## config.mk

```make
export PLATFORM = sky130hd
export DESIGN_NAME = ssd_detector
export DESIGN_NICKNAME = d
export VERILOG_FILES = /design/src/rtl/ssd_pkg.sv /design/src/rtl/ssd_window.sv /design/src/rtl/ssd_transition.sv /design/src/rtl/ssd_accum.sv /design/src/rtl/ssd_detector.sv
export SDC_FILE = /design/constraint.sdc
export NUM_CORES = 1
export LEC_CHECK = 0
export ABC_AREA = 1
export BUFFER_PORTS_ARGS = -buffer_cell sky130_fd_sc_hd__buf_2
export CORE_MARGIN = 1.5
export CORE_UTILIZATION = 45
export CTS_CLUSTER_SIZE = 20
export DETAILED_ROUTE_END_ITERATION = 12
export GPL_TIMING_DRIVEN = 0
export MAX_ROUTING_LAYER = met4
export SYNTH_ARGS = -nofsm -noshare
export SYNTH_HDL_FRONTEND = slang
export SYNTH_SLANG_ARGS = --single-unit
```

## constraint.sdc

```tcl
create_clock -name clk_i -period 3.6 [get_ports clk_i]
set_clock_uncertainty 0.2 [all_clocks]
set_input_delay 0.54 -clock clk_i [delete_from_list [all_inputs] [get_ports clk_i]]
set_output_delay 0.54 -clock clk_i [all_outputs]
set_load 0.05 [all_outputs]
```

## src/rtl/ssd_pkg.sv

```systemverilog
package ssd_pkg;
  // ternary transition direction
  typedef enum logic [1:0] {
    DIR_NONE = 2'b00,
    DIR_RISE = 2'b01,  // negative -> positive, weight +1
    DIR_FALL = 2'b10   // positive -> negative, weight -1
  } dir_e;

  function automatic dir_e trans_dir(input logic prev_neg, input logic next_neg);
    if (prev_neg == next_neg) return DIR_NONE;
    return next_neg ? DIR_FALL : DIR_RISE;
  endfunction
endpackage

```

## src/rtl/ssd_window.sv

```systemverilog
module ssd_window #(
  parameter int SW  = 8,
  parameter int SPS = 8,
  parameter int PW  = 3,
  parameter int HWW = 3,
  parameter int WSW = 12
) (
  input  logic                  clk_i,
  input  logic                  rst_ni,
  input  logic                  valid_i,
  input  logic signed [SW-1:0]  sample_i,
  input  logic [PW-1:0]         phase_i,
  input  logic [HWW-1:0]        half_win_i,
  input  logic                  take_i,
  output logic signed [WSW-1:0] wsum_o,
  output logic signed [WSW-1:0] held_o,
  output logic                  held_vld_o
);
  localparam int HALF = SPS / 2;

  logic [HWW-1:0]        hw_eff;
  logic                  in_win, close;
  logic signed [WSW-1:0] smp_ext, sum_in;
  int                    ph_int, hw_int;

  always_comb begin
    hw_eff = (half_win_i > HWW'(HALF)) ? HWW'(HALF) : half_win_i;
    ph_int = int'(phase_i);
    hw_int = int'(hw_eff);
    in_win = (ph_int < hw_int) || (ph_int >= SPS - hw_int);
    close  = (hw_int == 0) ? (ph_int == 0) : (ph_int == hw_int - 1);
    smp_ext = {{(WSW-SW){sample_i[SW-1]}}, sample_i};
    sum_in  = in_win ? (wsum_o + smp_ext) : wsum_o;
  end

  always_ff @(posedge clk_i or negedge rst_ni) begin
    if (!rst_ni) begin
      wsum_o     <= '0;
      held_o     <= '0;
      held_vld_o <= 1'b0;
    end else begin
      if (take_i) held_vld_o <= 1'b0;
      if (valid_i) begin
        if (close) begin
          held_o     <= sum_in;
          held_vld_o <= 1'b1;
          wsum_o     <= '0;
        end else begin
          wsum_o <= sum_in;
        end
      end
    end
  end
endmodule

```

## src/rtl/ssd_transition.sv

```systemverilog
module ssd_transition
  import ssd_pkg::*;
(
  input  logic clk_i,
  input  logic rst_ni,
  input  logic dec_valid_i,
  input  logic dec_i,
  output dir_e dir_o,
  output logic dir_vld_o
);
  logic prev_neg, prev_vld;

  assign dir_o     = trans_dir(prev_neg, dec_i);
  assign dir_vld_o = dec_valid_i && prev_vld;

  always_ff @(posedge clk_i or negedge rst_ni) begin
    if (!rst_ni) begin
      prev_neg <= 1'b0;
      prev_vld <= 1'b0;
    end else if (dec_valid_i) begin
      prev_neg <= dec_i;
      prev_vld <= 1'b1;
    end
  end
endmodule

```

## src/rtl/ssd_accum.sv

```systemverilog
module ssd_accum
  import ssd_pkg::*;
#(
  parameter int WSW = 12,
  parameter int LW  = 4,
  parameter int PRW = 13,
  parameter int EW  = 17
) (
  input  logic                  clk_i,
  input  logic                  rst_ni,
  input  dir_e                  dir_i,
  input  logic                  dir_vld_i,
  input  logic signed [WSW-1:0] held_i,
  input  logic                  held_vld_i,
  input  logic [LW-1:0]         acc_len_i,
  output logic signed [PRW-1:0] prod_o,
  output logic                  prod_vld_o,
  output logic signed [EW-1:0]  err_o,
  output logic                  err_vld_o
);
  logic signed [PRW-1:0] held_ext;
  logic signed [EW-1:0]  acc, acc_nxt;
  logic [LW-1:0]         cnt, last;

  always_comb begin
    held_ext = {held_i[WSW-1], held_i};
    unique case (dir_i)
      DIR_RISE: prod_o = held_ext;
      DIR_FALL: prod_o = -held_ext;
      default:  prod_o = '0;
    endcase
    prod_vld_o = dir_vld_i && held_vld_i;
    acc_nxt    = acc + {{(EW-PRW){prod_o[PRW-1]}}, prod_o};
    last       = (acc_len_i == '0) ? '0 : acc_len_i - LW'(1);
  end

  always_ff @(posedge clk_i or negedge rst_ni) begin
    if (!rst_ni) begin
      acc       <= '0;
      cnt       <= '0;
      err_o     <= '0;
      err_vld_o <= 1'b0;
    end else begin
      err_vld_o <= 1'b0;
      if (prod_vld_o) begin
        if (cnt >= last) begin
          err_o     <= acc_nxt;
          err_vld_o <= 1'b1;
          acc       <= '0;
          cnt       <= '0;
        end else begin
          acc <= acc_nxt;
          cnt <= cnt + LW'(1);
        end
      end
    end
  end
endmodule

```

## src/rtl/ssd_detector.sv

```systemverilog
module ssd_detector
  import ssd_pkg::*;
#(
  parameter int SW  = 8,
  parameter int SPS = 8,
  parameter int PW  = $clog2(SPS),
  parameter int HWW = PW,
  parameter int LW  = 4,
  localparam int WSW = SW + $clog2(SPS + 1),
  localparam int PRW = WSW + 1,
  localparam int EW  = PRW + LW
) (
  input  logic                 clk_i,
  input  logic                 rst_ni,
  input  logic                 valid_i,
  input  logic signed [SW-1:0] sample_i,
  input  logic [PW-1:0]        phase_i,
  input  logic [HWW-1:0]       half_win_i,
  input  logic                 dec_valid_i,
  input  logic                 dec_i,
  input  logic [LW-1:0]        acc_len_i,
  output logic signed [EW-1:0] err_o,
  output logic                 err_vld_o
);
  logic signed [WSW-1:0] wsum, held;
  logic                  held_vld, dir_vld, prod_vld;
  logic signed [PRW-1:0] prod;
  dir_e                  dir;

  ssd_window #(.SW(SW), .SPS(SPS), .PW(PW), .HWW(HWW), .WSW(WSW)) i_window (
    .clk_i, .rst_ni, .valid_i, .sample_i, .phase_i, .half_win_i,
    .take_i    (dec_valid_i),
    .wsum_o    (wsum),
    .held_o    (held),
    .held_vld_o(held_vld)
  );

  ssd_transition i_trans (
    .clk_i, .rst_ni, .dec_valid_i, .dec_i,
    .dir_o    (dir),
    .dir_vld_o(dir_vld)
  );

  ssd_accum #(.WSW(WSW), .LW(LW), .PRW(PRW), .EW(EW)) i_accum (
    .clk_i, .rst_ni,
    .dir_i     (dir),
    .dir_vld_i (dir_vld),
    .held_i    (held),
    .held_vld_i(held_vld),
    .acc_len_i,
    .prod_o    (prod),
    .prod_vld_o(prod_vld),
    .err_o,
    .err_vld_o
  );
endmodule

```

==> results.json <==
{
  "status": "complete, no violations",
  "yosys-top-cells-area": "dfrtp_1 36%, nand2_1 12%, ha_1 10%",
  "rsz0062_at_grt": "false",
  "async_reset_ff_share_pct": 100.0,
  "combPwrFrac_pct": 50.2,
  "yosysWarnings": 0,
  "yosysMostFrequentCell": "nand2_1",
  "syn-num-nets": 651,
  "top_layer_used": "met4",
  "cts_tree": "built",
  "antenna_found_initial": 0,
  "clk_latency_ns": 0.34,
  "reg2reg_depth": 19,
  "avgSynthCellArea_um2": 7.707,
  "cp.arrival_ns": 3.32,
  "final_antenna_net_count": 0,
  "internal_power_uw": 2129,
  "seq_area_um2": 1652,
  "max_slew_margin_pct": 43.97,
  "period_minus_slack_ns": 3.289,
  "cp_data_required_time_ns": 3.63,
  "r2r_start": "i_window.held_o[2]",
  "cts_hold_buf": 0,
  "worstSetupEndpointType": "flip-flop",
  "m1WireLength_um": 4651,
  "yosysUniqueCellTypes": 40,
  "hold_violations": 0,
  "yosys.area.top_type": "dfrtp_1",
  "routed_wirelength_um": 9998,
  "syn_inst": 588,
  "slowest_delay_ns": 0.42,
  "boundaryPins": 41,
  "ys_ff_latch": 66,
  "clockPowerShare_pct": 17.6,
  "setup_tns_ns": 0,
  "hpwl_um": 7943,
  "grt_pass1_wl_um": 17310,
  "grt_use_total_pct": 21.27,
  "drive_above_1_share_pct": 13.84,
  "wl_met3_um": 266,
  "numCtsBuffers": 9,
  "multi_input_area_um2": 2608,
  "vias": 3947,
  "cts_max_level": 3,
  "synth.top_cells.by_count": "141 x nand2_1, 66 x dfrtp_1, 65 x inv_1",
  "dieArea_um2": 10680,
  "p_leak_uw": 0.002661,
  "die_h_um": 103.4,
  "synth_edf_count": 0,
  "clk_pin_slew_ns": 0.07,
  "dr.pass1.iters": 4,
  "place_congestion": 0.8777,
  "core-area_um2": 9774,
  "crit_chain": "inv_1 -> nand3_1 -> nor2_1 -> inv_2 -> nor2_1 -> nand3_1 -> nor2_2 -> nand2_1 -> a221oi_4 -> ha_4 -> a21o_1 -> a31oi_1 -> nand3_1 -> nand3_2 -> nand2_2 -> nand2_1 -> nand3_1 -> nand3_1 -> nand2_1",
  "power_uw": 3942,
  "grt_max_degree": 67,
  "path_common_cell": "nand3_1",
  "syn_to_final_growth_pct": 13.78,
  "p_switching_uw": 1814,
  "antenna_cells": 0,
  "grt_remaining_overflow": 0,
  "seqPwrFrac_pct": 32.2,
  "startpoint": "i_window.held_o[2]",
  "nets": 701,
  "fmax_mhz": 304.0,
  "slew_viol_final": 0,
  "first_iter_violations": 148,
  "fill_cells": 986,
  "reg2reg_to": "i_accum.err_o[16]",
  "layout_setup_ws_ns": 0.3108,
  "endpoint": "i_accum.err_o[16]",
  "tightest_slew_ns": 0.8404,
  "die-width_um": 103.4,
  "synth-seq-area-share_pct": 36.44,
  "initial_core_util_pct": 46.36,
  "cpMaxStageDelayCell": "dfrtp_1",
  "drc_errors": 0,
  "std_cell_rows": 36,
  "met2WireLength_um": 4978,
  "r2r_slack_ns": 0.31,
  "clock_sinks": 66,
  "power_density_nw_per_um2": 764.6,
  "switching_share_pct": 46.01,
  "cts_buffer_depth": 2,
  "critPathKind": "flip-flop to flip-flop",
  "synth-main-ff-cell": "dfrtp_1",
  "peakVddDrop_mv": 0.2845,
  "wl_per_cell_um": 12.88,
  "setup_viol": 0,
  "dp_slack_ns": 0.02485,
  "first_global_vias": 3802,
  "cp-start-kind": "flip-flop",
  "hold_class": "input port to async pin",
  "cts_root_buf": "clkbuf_8",
  "synth.cell_area_um2": 4532,
  "synth_top_area_share_pct": 36.44,
  "final_util_pct": 52.75,
  "period_share_pct": 91.37,
  "port_buffers": 39,
  "fin_cells": 776,
  "dpl.cell_count": 760,
  "vias_per_cell": 5.086,
  "cts_setup_buffers": 0,
  "critPathMaxFanout": 5,
  "drv_cap": 0
}
==> per-layer routing <==
layer | vias up | GRT usage, %
met5 | - | -
met4 | 0 | 6.861
met3 | 9 | 3.024
met2 | 59 | 36.15
met1 | 1828 | 26.11
li1 | 2051 | -
==> stage by stage <==
step                hold slack (ns)  cell area, um2
finish                       0.1036            5156
global route                 0.1648            5156
CTS                          0.1358            5115
detailed placement           0.2589            4896
global placement             0.2543            4893
floorplan                   0.04441            4532
==> final cells by class <==
| cell class | count | share of cell area (%) |
|---|---|---|
| Multi-Input combinational cell | 439 | 50.57 |
| Inverter | 71 | 5.169 |
| Buffer | 12 | 0.9221 |
| Timing Repair Buffer | 39 | 3.834 |
| Clock buffer | 11 | 2.742 |
| Sequential cell | 66 | 32.03 |
| Clock inverter | 5 | 1.504 |
| Tap cell | 133 | 3.227 |
==> power by group through the flow <==
stage	Combinational [uW]	Clock, uW	Sequential [uW]
after detailed placement	1970	0	1270
final	1980	693	1270
after CTS	1970	707	1270
after global placement	1910	0	1270
after global routing	2280	742	1310
after floorplan	1330	0	1450
==> sequential cells by signal, summed over array words and instances (netlist names) <==
signal               cells
i_trans.prev_neg         1
i_window.held_o         12
i_accum.err_vld_o        1
i_accum.err_o           17
i_window.held_vld_o      1
i_accum.acc             17
i_accum.cnt              4
i_window.wsum_o         12
i_trans.prev_vld         1
==> cell families (layout without fill, tap and decap cells) <==
kind of cell / Yosys count / after routing / share of synthesized area, %
DFF: 66 / 66 / 36.44
adders and majority gates: 40 / 40 / 11.38
buffers and inverters: 83 / 138 / 6.902
and+or+nand+nor: 243 / 243 / 24.77
AOI/OAI and AO/OA: 136 / 136 / 16.32
xor gates and xnor gates: 20 / 20 / 4.197
==> timing repair <==
action                                  CTS  global route
hold endpoints to repair                  0             0
gates resized for setup                   0             8
endpoints found under the setup margin    0             8
==> critical path, delay by kind of cell, from the launching register on <==
family | cells | cell delay, ns
simple gates | 13 | 1.46
compound gates | 3 | 0.64
flops | 1 | 0.42
fa+ha+maj | 1 | 0.27
buf+inv | 2 | 0.20
==> worst min-delay path by stage <==
stage	start	endpoint	slack (ns)
after floorplan	rst_ni	i_accum.acc[0]	0.04
after global placement	i_trans.prev_vld	i_trans.prev_vld	0.25
after detailed placement	i_trans.prev_vld	i_trans.prev_vld	0.26
after CTS	rst_ni	i_accum.err_o[5]	0.14
after global routing	rst_ni	i_accum.err_o[2]	0.16
final	rst_ni	i_accum.err_o[3]	0.10
==> placed cells by master (no fill, tap or decap), drive strengths merged, types with 3 or more instances in the layout <==
cell type,netlist,routed
nor3,6,6
inv,71,71
o22ai,6,6
o21ai,73,73
a21o,4,4
nand4,4,4
xnor2,7,7
nor2,32,32
a21boi,3,3
or2,5,5
clkbuf,11,22
a31oi,5,5
buf,1,40
xor2,13,13
nand3,47,47
a21oi,36,36
nand2,148,148
dfrtp,66,66
ha,38,38
Power figures use the tool's default switching activity.
